`src/rtl/prog_seq_pkg.sv`:
```
package prog_seq_pkg;

   typedef enum logic [3:0] {
      ST_IDLE,
      ST_FETCH,
      ST_SETUP,
      ST_PROG,
      ST_WAITP,
      ST_VCMD,
      ST_WAITV,
      ST_VREAD,
      ST_RESTORE
   } seq_state_t;

   localparam logic [7:0] CMD_SETUP  = 8'h40;
   localparam logic [7:0] CMD_VERIFY = 8'hC0;
   localparam logic [7:0] CMD_READ   = 8'h00;

endpackage

```
`src/rtl/prog_wait_timer.sv`:
```
module prog_wait_timer #(
   parameter int PROG_WAIT_CYC   = 1250,
   parameter int VERIFY_WAIT_CYC = 750
) (
   input  logic clk,
   input  logic rst_n,
   input  logic load,
   input  logic sel_verify,
   input  logic dec,
   output logic zero
);
   localparam int LONGEST = (PROG_WAIT_CYC > VERIFY_WAIT_CYC) ? PROG_WAIT_CYC : VERIFY_WAIT_CYC;
   localparam int TMR_W   = $clog2(LONGEST + 1);

   logic [TMR_W-1:0] tmr_q;

   always_ff @(posedge clk) begin
      if (!rst_n)
         tmr_q <= '0;
      else if (load)
         tmr_q <= sel_verify ? TMR_W'(VERIFY_WAIT_CYC - 1) : TMR_W'(PROG_WAIT_CYC - 1);
      else if (dec)
         tmr_q <= tmr_q - 1'b1;
   end

   assign zero = (tmr_q == '0);

   p_no_underflow_r4: assert property (@(posedge clk) disable iff (!rst_n)
      dec |-> !zero);
endmodule

```
`src/rtl/prog_pulse_tracker.sv`:
```
module prog_pulse_tracker #(
   parameter int MAX_PULSES     = 25,
   parameter int TOTAL_W        = 16,
   parameter bit SATURATE_TOTAL = 1'b1
) (
   input  logic               clk,
   input  logic               rst_n,
   input  logic               clr_run,
   input  logic               clr_byte,
   input  logic               pulse,
   output logic               limit,
   output logic [TOTAL_W-1:0] total
);
   localparam int PC_W = $clog2(MAX_PULSES + 1);

   logic [PC_W-1:0] pcnt_q;

   always_ff @(posedge clk) begin
      if (!rst_n || clr_byte || clr_run)
         pcnt_q <= '0;
      else if (pulse)
         pcnt_q <= pcnt_q + 1'b1;
   end

   assign limit = (pcnt_q == PC_W'(MAX_PULSES));

   generate
      if (SATURATE_TOTAL) begin : g_sat_total
         always_ff @(posedge clk) begin
            if (!rst_n || clr_run)
               total <= '0;
            else if (pulse && (total != '1))
               total <= total + 1'b1;
         end
      end else begin : g_wrap_total
         always_ff @(posedge clk) begin
            if (!rst_n || clr_run)
               total <= '0;
            else if (pulse)
               total <= total + 1'b1;
         end
      end
   endgenerate

   p_pulse_bound_r5: assert property (@(posedge clk) disable iff (!rst_n)
      pcnt_q <= PC_W'(MAX_PULSES));
   p_no_pulse_past_limit_r5: assert property (@(posedge clk) disable iff (!rst_n)
      (limit && !clr_byte && !clr_run) |-> !pulse);
endmodule

```
`src/rtl/prog_addr_walker.sv`:
```
module prog_addr_walker #(
   parameter int ADDR_W = 17,
   parameter int CNT_W  = 18
) (
   input  logic              clk,
   input  logic              rst_n,
   input  logic              load,
   input  logic [ADDR_W-1:0] load_addr,
   input  logic [CNT_W-1:0]  load_cnt,
   input  logic              advance,
   output logic [ADDR_W-1:0] addr,
   output logic              last
);
   logic [CNT_W-1:0] remain_q;

   always_ff @(posedge clk) begin
      if (!rst_n) begin
         addr     <= '0;
         remain_q <= '0;
      end else if (load) begin
         addr     <= load_addr;
         remain_q <= load_cnt;
      end else if (advance) begin
         addr     <= addr + 1'b1;
         remain_q <= remain_q - 1'b1;
      end
   end

   assign last = (remain_q == CNT_W'(1));

   p_advance_step_r6: assert property (@(posedge clk) disable iff (!rst_n)
      (advance && !load) |=> (addr == $past(addr) + 1'b1));
   p_no_advance_on_last_r6: assert property (@(posedge clk) disable iff (!rst_n)
      advance |-> !last);
endmodule

```
`src/rtl/flash_prog_seq.sv`:
```
module flash_prog_seq
   import prog_seq_pkg::*;
#(
   parameter int ADDR_W          = 17,
   parameter int CNT_W           = 18,
   parameter int DATA_W          = 8,
   parameter int MAX_PULSES      = 25,
   parameter int PROG_WAIT_CYC   = 1250,
   parameter int VERIFY_WAIT_CYC = 750,
   parameter int TOTAL_W         = 16,
   parameter bit SATURATE_TOTAL  = 1'b1
) (
   input  logic               clk,
   input  logic               rst_n,
   input  logic               start,
   input  logic [ADDR_W-1:0]  start_addr,
   input  logic [CNT_W-1:0]   byte_count,
   output logic               busy,
   output logic               done,
   output logic               error,
   output logic [ADDR_W-1:0]  fail_addr,
   output logic [TOTAL_W-1:0] pulse_total,
   output logic               vpp_en,
   output logic               dreq,
   input  logic               dack,
   input  logic [DATA_W-1:0]  ddata,
   output logic               bus_req,
   output logic               bus_we,
   output logic [ADDR_W-1:0]  bus_addr,
   output logic [DATA_W-1:0]  bus_wdata,
   input  logic               bus_ack,
   input  logic [DATA_W-1:0]  bus_rdata
);
   localparam logic [DATA_W-1:0] W_SETUP  = DATA_W'(CMD_SETUP);
   localparam logic [DATA_W-1:0] W_VERIFY = DATA_W'(CMD_VERIFY);
   localparam logic [DATA_W-1:0] W_READ   = DATA_W'(CMD_READ);

   generate
      if (DATA_W < 8) begin : g_bad_data_w
         $error("DATA_W must hold an 8-bit command code");
      end
      if (MAX_PULSES < 1) begin : g_bad_max_pulses
         $error("MAX_PULSES must be at least 1");
      end
      if ((PROG_WAIT_CYC < 1) || (VERIFY_WAIT_CYC < 1)) begin : g_bad_wait
         $error("wait times must be at least one cycle");
      end
      if (ADDR_W < 1 || CNT_W < 1 || TOTAL_W < 1) begin : g_bad_widths
         $error("widths must be positive");
      end
   endgenerate

   seq_state_t        state_q, state_d;
   logic [DATA_W-1:0] data_q;
   logic              vpp_q, done_q, err_q, fail_pend_q;
   logic [ADDR_W-1:0] fail_q;

   logic walk_load, walk_adv, walk_last;
   logic clr_run, clr_byte, pulse, limit;
   logic t_load, t_sel, t_dec, t_zero;
   logic cap_data, vpp_on, vpp_off, done_set, err_set, fail_mark;
   logic [ADDR_W-1:0] cur_addr;

   prog_addr_walker #(.ADDR_W(ADDR_W), .CNT_W(CNT_W)) i_walker (
      .clk(clk), .rst_n(rst_n), .load(walk_load), .load_addr(start_addr),
      .load_cnt(byte_count), .advance(walk_adv), .addr(cur_addr), .last(walk_last));

   prog_pulse_tracker #(.MAX_PULSES(MAX_PULSES), .TOTAL_W(TOTAL_W),
                        .SATURATE_TOTAL(SATURATE_TOTAL)) i_pulses (
      .clk(clk), .rst_n(rst_n), .clr_run(clr_run), .clr_byte(clr_byte),
      .pulse(pulse), .limit(limit), .total(pulse_total));

   prog_wait_timer #(.PROG_WAIT_CYC(PROG_WAIT_CYC),
                     .VERIFY_WAIT_CYC(VERIFY_WAIT_CYC)) i_timer (
      .clk(clk), .rst_n(rst_n), .load(t_load), .sel_verify(t_sel),
      .dec(t_dec), .zero(t_zero));

   // next-state and control strobes
   always_comb begin
      state_d   = state_q;
      walk_load = 1'b0;
      walk_adv  = 1'b0;
      clr_run   = 1'b0;
      clr_byte  = 1'b0;
      pulse     = 1'b0;
      t_load    = 1'b0;
      t_sel     = 1'b0;
      t_dec     = 1'b0;
      cap_data  = 1'b0;
      vpp_on    = 1'b0;
      vpp_off   = 1'b0;
      done_set  = 1'b0;
      err_set   = 1'b0;
      fail_mark = 1'b0;
      unique case (state_q)
         ST_IDLE: begin
            if (start) begin
               if (byte_count == '0) begin
                  done_set = 1'b1;
               end else begin
                  walk_load = 1'b1;
                  clr_run   = 1'b1;
                  vpp_on    = 1'b1;
                  state_d   = ST_FETCH;
               end
            end
         end
         ST_FETCH: begin
            if (dack) begin
               cap_data = 1'b1;
               clr_byte = 1'b1;
               state_d  = ST_SETUP;
            end
         end
         ST_SETUP: begin
            if (bus_ack) state_d = ST_PROG;
         end
         ST_PROG: begin
            if (bus_ack) begin
               pulse   = 1'b1;
               t_load  = 1'b1;
               state_d = ST_WAITP;
            end
         end
         ST_WAITP: begin
            if (t_zero) state_d = ST_VCMD;
            else        t_dec   = 1'b1;
         end
         ST_VCMD: begin
            if (bus_ack) begin
               t_load  = 1'b1;
               t_sel   = 1'b1;
               state_d = ST_WAITV;
            end
         end
         ST_WAITV: begin
            if (t_zero) state_d = ST_VREAD;
            else        t_dec   = 1'b1;
         end
         ST_VREAD: begin
            if (bus_ack) begin
               if (bus_rdata == data_q) begin
                  if (walk_last) begin
                     state_d = ST_RESTORE;
                  end else begin
                     walk_adv = 1'b1;
                     state_d  = ST_FETCH;
                  end
               end else if (limit) begin
                  fail_mark = 1'b1;
                  state_d   = ST_RESTORE;
               end else begin
                  state_d = ST_SETUP;
               end
            end
         end
         ST_RESTORE: begin
            if (bus_ack) begin
               vpp_off  = 1'b1;
               done_set = !fail_pend_q;
               err_set  = fail_pend_q;
               state_d  = ST_IDLE;
            end
         end
         default: state_d = ST_IDLE;
      endcase
   end

   always_ff @(posedge clk) begin
      if (!rst_n) begin
         state_q     <= ST_IDLE;
         data_q      <= '0;
         vpp_q       <= 1'b0;
         done_q      <= 1'b0;
         err_q       <= 1'b0;
         fail_pend_q <= 1'b0;
         fail_q      <= '0;
      end else begin
         state_q <= state_d;
         done_q  <= done_set;
         err_q   <= err_set;
         if (cap_data) data_q <= ddata;
         if (vpp_on)       vpp_q <= 1'b1;
         else if (vpp_off) vpp_q <= 1'b0;
         if (clr_run) fail_pend_q <= 1'b0;
         else if (fail_mark) begin
            fail_pend_q <= 1'b1;
            fail_q      <= cur_addr;
         end
      end
   end

   // bus and data port decode
   always_comb begin
      bus_req   = 1'b0;
      bus_we    = 1'b1;
      bus_wdata = W_READ;
      unique case (state_q)
         ST_SETUP:   begin bus_req = 1'b1; bus_wdata = W_SETUP;  end
         ST_PROG:    begin bus_req = 1'b1; bus_wdata = data_q;   end
         ST_VCMD:    begin bus_req = 1'b1; bus_wdata = W_VERIFY; end
         ST_VREAD:   begin bus_req = 1'b1; bus_we    = 1'b0;     end
         ST_RESTORE: begin bus_req = 1'b1; bus_wdata = W_READ;   end
         default:    ;
      endcase
   end

   assign bus_addr  = cur_addr;
   assign dreq      = (state_q == ST_FETCH);
   assign busy      = (state_q != ST_IDLE);
   assign vpp_en    = vpp_q;
   assign done      = done_q;
   assign error     = err_q;
   assign fail_addr = fail_q;

   p_req_under_vpp_r2: assert property (@(posedge clk) disable iff (!rst_n)
      (bus_req || dreq) |-> vpp_en);
   p_bus_hold_r11: assert property (@(posedge clk) disable iff (!rst_n)
      (bus_req && !bus_ack) |=> (bus_req && $stable(bus_addr) && $stable(bus_wdata) && $stable(bus_we)));
   p_data_hold_r11: assert property (@(posedge clk) disable iff (!rst_n)
      (dreq && !dack) |=> dreq);
   p_vpp_drop_ends_r7: assert property (@(posedge clk) disable iff (!rst_n)
      $fell(vpp_en) |-> ((done || error) && !busy));
   p_end_exclusive_r7: assert property (@(posedge clk) disable iff (!rst_n)
      !(done && error));
   p_done_single_r7: assert property (@(posedge clk) disable iff (!rst_n)
      (done || error) |=> !(done || error));
endmodule

```
`config.mk`:
```
export PLATFORM = sky130hd
export DESIGN_NAME = flash_prog_seq
export DESIGN_NICKNAME = d
export VERILOG_FILES = /design/src/rtl/prog_seq_pkg.sv /design/src/rtl/prog_wait_timer.sv /design/src/rtl/prog_pulse_tracker.sv /design/src/rtl/prog_addr_walker.sv /design/src/rtl/flash_prog_seq.sv
export SDC_FILE = /design/constraint.sdc
export NUM_CORES = 1
export LEC_CHECK = 0
export CAP_MARGIN = 15
export CORE_UTILIZATION = 50
export CTS_CLUSTER_SIZE = 8
export DETAILED_ROUTE_END_ITERATION = 8
export HOLD_SLACK_MARGIN = 0.08
export MAX_ROUTING_LAYER = met4
export PLACE_DENSITY = 0.8
export SKIP_CTS_REPAIR_TIMING = 1
export SYNTH_ARGS = -nofsm -noshare
export SYNTH_HDL_FRONTEND = slang
export SYNTH_SLANG_ARGS = --single-unit
```
`constraint.sdc`:
```
create_clock -name clk -period 5.71 [get_ports clk]
set_input_delay 0.8565 -clock clk [delete_from_list [all_inputs] [get_ports clk]]
set_output_delay 0.8565 -clock clk [all_outputs]
set_load 0.03 [all_outputs]
```
==> metrics.md <==
| Metric | Value |
|---|---|
| Vias in the first global route | 4956 |
| Sequential power share | 45.8% |
| GR Overflow Total | 0 |
| Register area | 0.00200 mm2 |
| Post-synth cell types | 74 |
| Num CTS Buffers | 9 |
| Detailed-route wire length | 14000 um |
| Main synth FF type | dfxtp_1 |
| Worst EP required | ~4.9 ns |
| Multi-input gate area | 0.00303 mm2 |
| Top layer in use | met4 |
| Total power | between 0.0015 and 0.002 W |
| Yosys top cell area share | around two fifths |
| First-pass GRT wire length | 23500 um |
| Worst EP arrival | 2.69 ns |
| Minimum clock period | 3.55 ns |
| Fin nets | 810 |
| Non-Filler Instances | approximately 900 |
| Final Setup Violations | 0 |
| Tcrit/Tclk final | approximately 62% |
| TritonRoute pass-1 iters | 6 |
| WL per Instance | 15.8 um |
| Clk_lat worst skew | 0.37 ns |
| Most numerous cell in the Yosys netlist | dfxtp_1 |
| Max Slew Vio Count | 0 |
| Largest net degree at the start of global routing | 35 |
| Proportion of layout cells with a drive suffix above 1 | a little over 6% |
| H-tree lvl count | 3 |
| Hold depth | 2 |
| Core ar. | 0.0103 mm2 |
| Yosys warnings | 0 |
| Hold slack final | ~0.46 ns |
| Die ar. | 0.0109 mm2 |
| Post-synth EDFFs | 0 |
| Vias | 5224 |
| IO Port Bufs | 120 |
| Via density | 5.89 |
| Yosys reg bits | 100 |
| Clk sinks | 100 |
| MaxCap Viol Count | 0 |
| Met3 WL | 988 um |
| Avg Inst Size Synth | 8.13 um2 |
| Setup CP Type | register to output pin |
| Post-route DRC | 0 |
| Post-synth top area cell | dfxtp_1 |
| Die Span X | 105 um |
| Max clock buf depth | 2 |
| CP Capture Type | output pin |
| Met2 wire length | 6670 um |
| Switching Power | 0.000664 W |
| Clock-pin slew on the worst setup and hold paths | 0.10 ns |
| Die height | 105 um |
| Crit path launch type | register |
| Syn_nets | 711 |
| Slew headroom | 21.8% |
| Tot GR Track Use | a little over a quarter |
| Initial antenna violation count | 0 |
| Rows | 37 |
| CTS tree | built |
| Clock power frac | 24.6% |
| PD cells | 273 mW/mm2 |
| Register area share after synthesis | around two fifths |
| Final Hold Viols | 0 |
| Unrepaired setup endpoints after global routing | no |
| Max VDD drop | ~0.00015 V |
| Hpwl dp | just over 10000 um |
| Max Clk Rate | 282 MHz |
| WL met1 | between 6000 and 7000 um |
| Area contributors post-synth | dfxtp_1 38%, nand2_1 6.1%, a21oi_1 5.4%, nor2_1 3.6%, nand3_1 3.3% |
| Initial core utilization | slightly above 50% |
| HP Class | register to register |
| Area Growth Syn to Fin | 27.2% |
| Setup TNS | 0 ns |
| RD Place Congestion | 0.895 |
| I/O pins | 121 |
| Reg2reg path depth | 6 |
| Synth Instances | 647 |
| Final Core Density | 65.1% |
| Async SR Flop Fraction | 0% |
| DRT iter0 DRCs | 309 |
| Logic pwr share | 29.6% |
| Fin Clk Skew | 0.0147 ns |
| Post-route ant nets | 0 |
| # diodes | 0 |
| Internal | 0.00116 W |
| Sw Ratio | 36.4% |
| Critical Path Fanout Max | 13 |
| P_leak | 2.33 nW |
| Post-Syn Area | about 0.0053 mm2 |
| CTS root buf | clkbuf_8 |
| Fill cell count | ~900 |
| Commonest cells in the netlist | 100 x dfxtp_1, 86 x nand2_1, 57 x a21oi_1 |
| Slew @ Worst Pin | 1.17 ns |
| Status | completed |
| Placed Instances | 871 |
[per-layer routing]
layer | vias to the layer above | track usage [%]
li1 | 2547 | -
met5 | - | -
met3 | 24 | 3.49
met1 | 2430 | 34.0
met2 | 223 | 43.9
met4 | 0 | 8.37
[power by group through the flow]
stage / registers (W) / clock network [W] / logic, W
after floorplan: 0.000869 / 0 / 0.000326
after global placement: 0.000845 / 0 / 0.000524
after detailed placement: 0.000849 / 0 / 0.000535
after CTS: 0.000833 / 0.000453 / 0.000537
after global routing: 0.000846 / 0.000486 / 0.000586
final: 0.000836 / 0.000449 / 0.000540
[placed cells by master, fill, tap and decap left out, drive strengths merged, types with 20 or more instances in the layout]
cell / Yosys / layout
dfxtp: 100 / 100
nor2: 51 / 51
a21oi: 58 / 58
nor4: 20 / 20
nand3: 36 / 36
o21ai: 27 / 27
nand2: 88 / 88
clkdlybuf4s50: 0 / 120
[layout make-up]
cell class                 instances  share of cell area, %
multi-input combinational        495                   45.3
sequential                       100                   29.9
timing repair buffer             124                   18.4
tap                              136                   2.54
clock buffer                      10                   2.06
inverter                          16                  0.898
clock inverter                     6                  0.842
[worst max-delay path: stages, from the launching register on]
cell and delay [ns]:
dfxtp_1 0.59, inv_1 0.20, nor4_2 0.72, clkdlybuf4s50_1 0.82
[per-stage QoR]
stage	cell area, um2	setup slack [ns]
after floorplan	5260	3.20
after global placement	6490	2.28
after detailed placement	6490	2.24
after CTS	6690	2.20
after global routing	6690	2.05
final	6690	2.16
[sequential cells by signal, indices dropped and copies added, names as in the netlist]
register,count
i_walker.remain_q,18
i_timer.tmr_q,11
done,1
state_q,4
vpp_en,1
i_pulses.pcnt_q,5
fail_pend_q,1
i_walker.addr,17
i_pulses.total,16
error,1
data_q,8
fail_addr,17
[worst paths after layout]
check	startpoint	endpoint	slack, ns
setup / recovery	state_q[0]$_SDFFE_PN0P_	dreq	2.16
hold / removal	fail_pend_q$_SDFFE_PP0P_	error$_SDFF_PN0_	0.46
hold reg to reg	fail_pend_q$_SDFFE_PP0P_	error$_SDFF_PN0_	0.46
setup reg to reg	state_q[1]$_SDFFE_PN0P_	i_pulses.total[9]$_SDFFE_PP0P_	3.13
[logic make-up (layout without fill, tap and decap cells)]
logic type	count (synthesis)	after routing	share of synthesized area, %
buffers and inverters	52	156	4.28
AND/OR/NAND/NOR	282	282	28.7
adder cells (fa/ha/maj)	8	8	1.90
AO/OA/AOI/OAI	168	168	20.8
multiplexers	3	3	0.619
XOR/XNOR	34	34	5.66
flip-flops	100	100	38.1
Note: power is estimated with default switching activity, not from simulation.
